==> config.mk <==
export PLATFORM = sky130hd
export DESIGN_NAME = redundant_ctrl_selector
export DESIGN_NICKNAME = d
export VERILOG_FILES = /design/src/rtl/rsel_pkg.sv /design/src/rtl/rsel_lfsr.sv /design/src/rtl/rsel_arbiter.sv /design/src/rtl/redundant_ctrl_selector.sv
export SDC_FILE = /design/constraint.sdc
export NUM_CORES = 1
export LEC_CHECK = 0
export CORE_AREA = 2 2 39 41
export CTS_CLUSTER_SIZE = 8
export DETAILED_ROUTE_END_ITERATION = 10
export DIE_AREA = 0 0 41 43
export SLEW_MARGIN = 20
export SYNTH_ARGS = -nofsm -noshare
export SYNTH_HDL_FRONTEND = slang
export SYNTH_HIERARCHICAL = 1
export SYNTH_SLANG_ARGS = --single-unit
==> constraint.sdc <==
create_clock -name clk -period 1.3 [get_ports clk]
set_input_delay 0.26 -clock clk [delete_from_list [all_inputs] [get_ports clk]]
set_output_delay 0.26 -clock clk [all_outputs]
set_load 0.01 [all_outputs]
==> src/rtl/rsel_pkg.sv <==
package rsel_pkg;

  typedef enum logic {
    CTRL_ONE = 1'b0,
    CTRL_TWO = 1'b1
  } ctrl_id_e;

  typedef enum logic [2:0] {
    WHY_FORCED,
    WHY_NOMINAL,
    WHY_FAILOVER,
    WHY_LIVE,
    WHY_DRAW,
    WHY_HOLD
  } why_e;

  typedef struct packed {
    ctrl_id_e pick;
    why_e     why;
    logic     tie;
  } decision_t;

endpackage

==> src/rtl/rsel_lfsr.sv <==
module rsel_lfsr #(
  parameter int unsigned W = 8,
  parameter logic [W-1:0] TAPS = 8'b1011_1000,
  parameter logic [W-1:0] SEED = 8'hA5
) (
  input  logic clk,
  input  logic rst,
  output logic rnd_bit
);

  logic [W-1:0] state_q;
  logic         fb;

  assign fb = ^(state_q & TAPS);

  always_ff @(posedge clk) begin
    if (rst) state_q <= SEED;
    else     state_q <= {state_q[W-2:0], fb};
  end

  assign rnd_bit = state_q[0];

  // a maximal-length register with a nonzero seed never reaches zero
  a_r6_lfsr_nonzero: assert property (@(posedge clk) disable iff (rst)
    state_q != '0);

endmodule

==> src/rtl/rsel_arbiter.sv <==
module rsel_arbiter
  import rsel_pkg::*;
#(
  parameter ctrl_id_e INIT_SEL = CTRL_ONE
) (
  input  logic      force_en,
  input  logic      force_pick,
  input  logic [1:0] failed,
  input  logic [1:0] alarm,
  input  ctrl_id_e  cur_sel,
  input  logic      tie_prev,
  input  logic      rnd_bit,
  output decision_t dec
);

  logic both_failed;
  logic live_split;

  assign both_failed = failed[0] & failed[1];
  assign live_split  = alarm[0] ^ alarm[1];

  always_comb begin
    dec.pick = INIT_SEL;
    dec.why  = WHY_NOMINAL;
    dec.tie  = 1'b0;
    if (force_en) begin
      dec.pick = ctrl_id_e'(force_pick);
      dec.why  = WHY_FORCED;
    end else if (both_failed) begin
      if (live_split) begin
        dec.pick = alarm[0] ? CTRL_TWO : CTRL_ONE;
        dec.why  = WHY_LIVE;
      end else begin
        dec.tie = 1'b1;
        if (tie_prev) begin
          dec.pick = cur_sel;
          dec.why  = WHY_HOLD;
        end else begin
          dec.pick = ctrl_id_e'(rnd_bit);
          dec.why  = WHY_DRAW;
        end
      end
    end else if (failed[0]) begin
      dec.pick = CTRL_TWO;
      dec.why  = WHY_FAILOVER;
    end else if (failed[1]) begin
      dec.pick = CTRL_ONE;
      dec.why  = WHY_FAILOVER;
    end
  end

  // a live-status decision never selects the controller raising an alarm
  always_comb begin
    if (dec.why == WHY_LIVE) begin
      a_r5_live_healthy: assert (alarm[dec.pick] == 1'b0);
    end
  end

endmodule

==> src/rtl/redundant_ctrl_selector.sv <==
module redundant_ctrl_selector
  import rsel_pkg::*;
#(
  parameter ctrl_id_e         INIT_SEL = CTRL_ONE,
  parameter int unsigned      LFSR_W   = 8,
  parameter logic [LFSR_W-1:0] LFSR_TAPS = 8'b1011_1000,
  parameter logic [LFSR_W-1:0] LFSR_SEED = 8'hA5
) (
  input  logic clk,
  input  logic rst,
  input  logic failed_one,
  input  logic failed_two,
  input  logic alarm_one,
  input  logic alarm_two,
  input  logic force_en,
  input  logic force_pick,
  output logic sel
);

  ctrl_id_e  sel_q;
  logic      tie_q;
  logic      rnd_bit;
  decision_t dec;

  rsel_lfsr #(
    .W   (LFSR_W),
    .TAPS(LFSR_TAPS),
    .SEED(LFSR_SEED)
  ) u_lfsr (
    .clk    (clk),
    .rst    (rst),
    .rnd_bit(rnd_bit)
  );

  rsel_arbiter #(
    .INIT_SEL(INIT_SEL)
  ) u_arb (
    .force_en  (force_en),
    .force_pick(force_pick),
    .failed    ({failed_two, failed_one}),
    .alarm     ({alarm_two, alarm_one}),
    .cur_sel   (sel_q),
    .tie_prev  (tie_q),
    .rnd_bit   (rnd_bit),
    .dec       (dec)
  );

  always_ff @(posedge clk) begin
    if (rst) begin
      sel_q <= INIT_SEL;
      tie_q <= 1'b0;
    end else begin
      sel_q <= dec.pick;
      tie_q <= dec.tie;
    end
  end

  assign sel = sel_q;

  // reset forces the initial controller
  a_r1_reset_init: assert property (@(posedge clk)
    rst |=> sel == INIT_SEL);

  // override wins over everything
  a_r2_force_follow: assert property (@(posedge clk) disable iff (rst)
    force_en |=> sel == $past(force_pick));

  // no latched failures keeps the initial controller
  a_r3_nominal: assert property (@(posedge clk) disable iff (rst)
    (!force_en && !failed_one && !failed_two) |=> sel == INIT_SEL);

  // single failure moves to the other controller
  a_r4_failover_one: assert property (@(posedge clk) disable iff (rst)
    (!force_en && failed_one && !failed_two) |=> sel == 1'b1);
  a_r4_failover_two: assert property (@(posedge clk) disable iff (rst)
    (!force_en && !failed_one && failed_two) |=> sel == 1'b0);

  // a persisting tie holds the earlier pick
  a_r7_tie_hold: assert property (@(posedge clk) disable iff (rst)
    (tie_q && !force_en && failed_one && failed_two && (alarm_one == alarm_two))
      |=> sel == $past(sel));

endmodule

# == Word-level counts from Yosys, hierarchy flattened ==
# Cells that the tools add are included.
# word_totals
ff_bits,10
in_bits,8
output_inout_bits,1
wordCells,17
# classes
eq_ne,1
muxes,8
bitwise,3
reduce_logical,2
# ops
op,n
4-bit 2-to-1 mux,5
8-bit XOR reduction,1
"4-bit inequality test, second input constant",1
3-bit OR reduction,1
1-bit 2-to-1 mux,2
2-bit 2-to-1 mux,1
1-bit AND,1
1-bit inverter,1
1-bit bitwise XOR,1

# == Depth between registers and ports, before layout ==
# Gate-level depths: netlist of run 1.
# depth
ltp_word,4
ltp_mapped,4
mapped_depth_nobuf,4

# == Hierarchy ==
# The synthesis of run 1 kept the hierarchy.
# modules_own_cells
mod,n_inst,cells_per_inst,area_each_um2,seq_area_each_um2
rsel_lfsr,1,19,236.5,160.2
rsel_arbiter,1,16,107.6,0.0
redundant_ctrl_selector,1,4,52.6,40.0

# == Worst setup path after synthesis of run 1 ==
# No wires, ideal clock.
# synth_timing
kind,reg-to-reg
from,register sel (netlist name)
to,register sel_q (netlist: sel)
setup_ns,0.065
arrival_time_ns,0.955
required_time_ns,1.235
path_slack_ns,0.280
path_stages_with_launch,5
path_buffers,0
period_less_slack_ns,1.020
path_cell_list,dfxtp_1 > mux2i_1 > maj3_2 > o21ai_2 > nor2b_1
# synth_rtl
item,line_no,rtl
"end signal, assigned",redundant_ctrl_selector.sv:53,sel_q <= dec.pick;
"end, declared",redundant_ctrl_selector.sv:20,ctrl_id_e sel_q;

# == Worst setup path after layout of run 1 ==
# layout_timing
from,register sel_q (netlist: sel)
to,output port sel
# layout_rtl
item,line_no,rtl
"end, declared",redundant_ctrl_selector.sv:17,output logic sel
# No word-level cell between the ends.

==> results of run 1 <==
[stage by stage]
| step | instances | setup slack [ns] |
|---|---|---|
| final | 64 | 0.189 |
| after global placement | 61 | -0.0546 |
| after CTS | 64 | 0.171 |
| after floorplan | 33 | 0.280 |
| after detailed placement | 61 | -0.0792 |
| after global routing | 64 | 0.0871 |
[what timing repair did]
item / CTS / global route
endpoints found under the setup margin: 1 / 0
resized for setup: 1 / 0
endpoints found under the hold margin: 0 / 0
[registers in the layout (all words and copies together) (netlist names)]
register,cells
sel,1
u_lfsr/state_q,8
tie_q,1
[worst reg2reg max path: cells and delay by family (launching register included)]
kind            cells  cell delay [ns]
mux                 1             0.22
flops               1             0.32
fa+ha+maj           1             0.23
compound gates      1             0.04
simple gates        1             0.12
[power groups by stage]
stage | Clock [uW] | Combinational [uW] | Sequential [uW]
detailed placement | 0 | 96.6 | 351
finish | 196 | 94.3 | 343
global route | 224 | 107 | 346
floorplan | 0 | 48.7 | 348
CTS | 209 | 96.1 | 344
global placement | 0 | 96.7 | 350
[layout by cell type, fill, tap and decap left out]
cell and instances:
dfxtp_1 10, maj3_2 1, mux2i_1 1, buf_4 4
o21ai_2 1, clkbuf_4 3, inv_1 1, nor3_1 1
nand2b_1 2, a21oi_1 1, or2_2 3, nand2_1 1
dlygate4sd2_1 1, nor3b_1 1, clkdlybuf4s50_1 7, nor2b_1 6
xor2_1 3, xnor2_1 1
[metal layers]
| metal | up-vias | global-route usage (%) |
|---|---|---|
| li1 | 137 | - |
| met1 | 112 | 10.4 |
| met2 | 11 | 11.9 |
| met3 | 2 | 3.14 |
| met4 | 0 | 6.00 |
| met5 | - | 0 |
[worst paths after layout]
check,startpoint,end,slack [ns],depth (start not counted)
worst max-delay path,sel,sel,0.19,1
worst min-delay path,u_lfsr/state_q[1],u_lfsr/state_q[2],0.41,1
worst max register to register,tie_q,sel,0.26,4
worst min register to register,u_lfsr/state_q[1],u_lfsr/state_q[2],0.41,1
[cell type report]
type / instances / area, sq um
timing repair buffer: 12 / 109
multi-input combinational: 22 / 155
tap: 16 / 20.0
sequential: 10 / 200
clock buffer: 3 / 22.5
inverter: 1 / 3.75
fill: 161 / 873
==> flow_summary.toml, run 1 <==
[status]
status = "complete, no violations"

[finish]
fin_area_sq_um = 510
fin_util_pct = 36.9
finalNetCount = 58
antenna_cells = 0
drive_gt1_share_pct = 25.0
area_growth_pct = 42.2

[route]
drc_errors = 0
dr.pass1.iters = 1
wl_met2_um = 244
wl_met3_um = 40
drt_iter0_drc = 0
ant_nets = 0
wl_per_cell_um = 8.25
maxUsedRoutingLayer = "met4"
wl_met1_um = 228
via_per_inst = 4.09
num_vias = 262
wl_um = 528

[clocking]
root_buffer = "clkbuf_4"
htree_levels = 1
clock_path_buffers = 2
cts.clk_slew.worst_paths_ns = 0.06
cts_sinks = 10
cts_tree = "yes"
clk_latency_ns = 0.26
ctsHoldBuffers = 0
numCtsBuffers = 3
post_cts_buffers = 0

[timing]
post-route-period-util_pct = 85.4
setup_violations = 0
report.final.slew_viol_count = 0
holdWs_ns = 0.411
fmax_mhz = 900
worst_slew_pin_slew_ns = 0.176
hold_viol = 0
maxSlewHeadroom_pct = 87.9
clock_skew_ns = 0.00107
fin_crit_ns = 1.11
fin_tns_setup_ns = 0
rsz0062_at_grt = "no"

[power]
swShare_pct = 21.1
p_clk_share_pct = 30.9
ir_drop_uv = 377
total_leakage_power_uw = 0.000212
p_per_area_nw_per_um2 = 1240
p_int_uw = 500
seqPwrFrac_pct = 54.2
switchingPower_uw = 134
combPwrFrac_pct = 14.9
p_total_uw = 634

[global_route]
grtUsageTotal_pct = 8.55
grt_max_degree = 7
grt_first_pass_wirelength_um = 993
grt_pass1_vias = 263
grt.overflow.total = 0
antenna_found_initial = 0

[setup_path]
crit_fanout = 2
path_cells = "dlygate4sd2_1"
crit_family = "flip-flops"
arrival_ns = 0.85
start_kind = "flip-flop"
crit_path_end_kind = "primary output"
cp_data_required_time_ns = 1.04
critical_path_class = "flip-flop to primary output"
crit_slowest_cell = "dfxtp_1"
max_stage_delay_ns = 0.33
crit_buf_inv = 1

[placement]
dp.final_hpwl_um = 409
gp_congestion = 0.639
port_buffers = 8
place_area_sq_um = 489

[floorplanning]
dieArea_sq_um = 1760
initial_utilization_pct = 25.9
rows = 14
die_h_um = 43
die_w_um = 41
coreArea_sq_um = 1380
io_pins = 9

[yosys]
syn_area_sq_um = 359
yosys_warnings = 6
avgSynthCellArea_sq_um = 10.9
synth_nets = 41
syn_inst = 33

[min_path]
hp-class = "flip-flop to flip-flop"

[run]
max_cap_viol_count = 0
No activity file was read; power rests on OpenSTA's default activity.
==> inputs of run 2 (changes only) <==
- RECOVER_POWER: not set -> 100
==> run 2 against run 1 <==
Non-clock buffer count unchanged. Clock-buffer cell count unchanged. Die area unchanged. Worst setup slack unchanged. Core utilization decreased by 0.27 points. Global-route usage unchanged. Wire length decreased by 0.19%. Highest routed layer unchanged. Sequential share of layout area increased by 0.29 points.
==> flow_summary.toml, run 2 (synthesized netlist as in run 1, its figures left out) <==
[finish]
drive_gt1_share_pct = 22.9
mostFrequentLayoutCells = "dfxtp_1, nor2b_1, clkdlybuf4s50_1"
largest_reg_flops = 8
finalNetCount = 58
area_growth_pct = 41.1
top_register = "u_lfsr/state_q"
area.sequential_sq_um = 200
layout_commonest_cell = "dfxtp_1"
antenna_cells = 0
multiInputGateArea_sq_um = 155
nFillCells = 160

[route]
num_vias = 263
drt_iter0_drc = 0
ant_nets = 0
drc_errors = 0
wl_um = 527
via_per_inst = 4.11
dr.pass1.iters = 1
wl_per_cell_um = 8.23

[clocking]
clk_latency_ns = 0.26
root_buffer = "clkbuf_4"
ctsHoldBuffers = 0
numCtsBuffers = 3
cts_sinks = 10
cts_tree = "yes"
htree_levels = 1
cts.clk_slew.worst_paths_ns = 0.06
clock_path_buffers = 2

[setup_path]
crit_slowest_cell = "dfxtp_1"
path_cells = "dlygate4sd2_1"
max_stage_delay_ns = 0.33
crit_buf_inv = 1
crit_family = "flip-flops"
crit_path_end_kind = "primary output"
critical_path_class = "flip-flop to primary output"
start_kind = "flip-flop"
cp_data_required_time_ns = 1.04
arrival_ns = 0.85
crit_fanout = 2

[status]
status = "complete, no violations"

[floorplanning]
coreArea_sq_um = 1380
die_w_um = 41
rows = 14
dieArea_sq_um = 1760
io_pins = 9
die_h_um = 43
initial_utilization_pct = 25.9

[global_route]
grt_pass1_vias = 263
grt.overflow.total = 0
grt_first_pass_wirelength_um = 993
grt_max_degree = 7
grtUsageTotal_pct = 8.55
antenna_found_initial = 0

[power]
total_leakage_power_uw = 0.000209
seqPwrFrac_pct = 54.4
swShare_pct = 21.1
p_clk_share_pct = 31.0
p_per_area_nw_per_um2 = 1250
switchingPower_uw = 134
ir_drop_uv = 377
p_total_uw = 632
combPwrFrac_pct = 14.6
p_int_uw = 498

[timing]
worst_slew_pin_slew_ns = 0.176
rsz0062_at_grt = "no"
maxSlewHeadroom_pct = 87.9
post-route-period-util_pct = 85.4
report.final.slew_viol_count = 0
fin_crit_ns = 1.11
fmax_mhz = 900
setup_ws_ns = 0.189
hold_viol = 0
setup_violations = 0
clock_skew_ns = 0.00106
fin_tns_setup_ns = 0

[placement]
gp_congestion = 0.639
port_buffers = 8
pre_cts_slack_ns = -0.0792
dp.final_hpwl_um = 409

[min_path]
hp-class = "flip-flop to flip-flop"

[run]
max_cap_viol_count = 0
[run 2: cell types whose count changed in the layout (fill, tap and decap cells not counted)]
cell | previous run | this run
buf_4 | 4 | 2
clkbuf_1 | 0 | 1
clkbuf_4 | 3 | 4
clkdlybuf4s50_1 | 7 | 6
dlygate4sd3_1 | 0 | 1
[run 2: final cells by class]
class | count | area share [%]
inverter | 1 | 0.741
sequential | 10 | 39.5
timing repair buffer | 12 | 20.7
multi-input combinational | 22 | 30.6
tap | 16 | 3.95
clock buffer | 3 | 4.44
[run 2: power groups by stage]
stage | registers [uW] | clock network (uW) | logic [uW]
2_1_floorplan | 348 | 0 | 48.7
3_3_place_gp | 350 | 0 | 96.7
3_5_place_dp | 351 | 0 | 96.6
4_1_cts | 344 | 209 | 96.1
5_1_grt | 346 | 224 | 105
6_report | 343 | 196 | 92.3
[run 2: routing by layer]
metal / GRT usage [%] / up-vias / share of wire [%]
met5: 0 / - / 0
met4: 6.00 / 0 / 2.8
met3: 3.14 / 2 / 7.6
met2: 11.9 / 11 / 46
met1: 10.4 / 112 / 43
li1: - / 138 / -
[run 2: what timing repair did]
item / in CTS / in global routing
setup buffers: 0 / 0
endpoints found under the setup margin: 1 / 0
gates resized for setup: 1 / 0
[run 2: per-stage QoR]
step / utilization [%] / hold WS [ns] / area [sq um] / std cells
6_report: 36.6 / 0.411 / 507 / 64
5_1_grt: 36.6 / 0.449 / 507 / 64
4_1_cts: 36.9 / 0.414 / 510 / 64
3_5_place_dp: 35.4 / 0.406 / 489 / 61
3_3_place_gp: 35.4 / 0.397 / 489 / 61
2_1_floorplan: - / 0.332 / 359 / 33
[run 2: final timing paths]
kind,slack [ns],depth (start not counted),end,startpoint
worst max register to register,0.26,4,sel,tie_q
worst max-delay path,0.19,1,sel,sel
worst min register to register,0.41,1,u_lfsr/state_q[2],u_lfsr/state_q[1]
worst min-delay path,0.41,1,u_lfsr/state_q[2],u_lfsr/state_q[1]
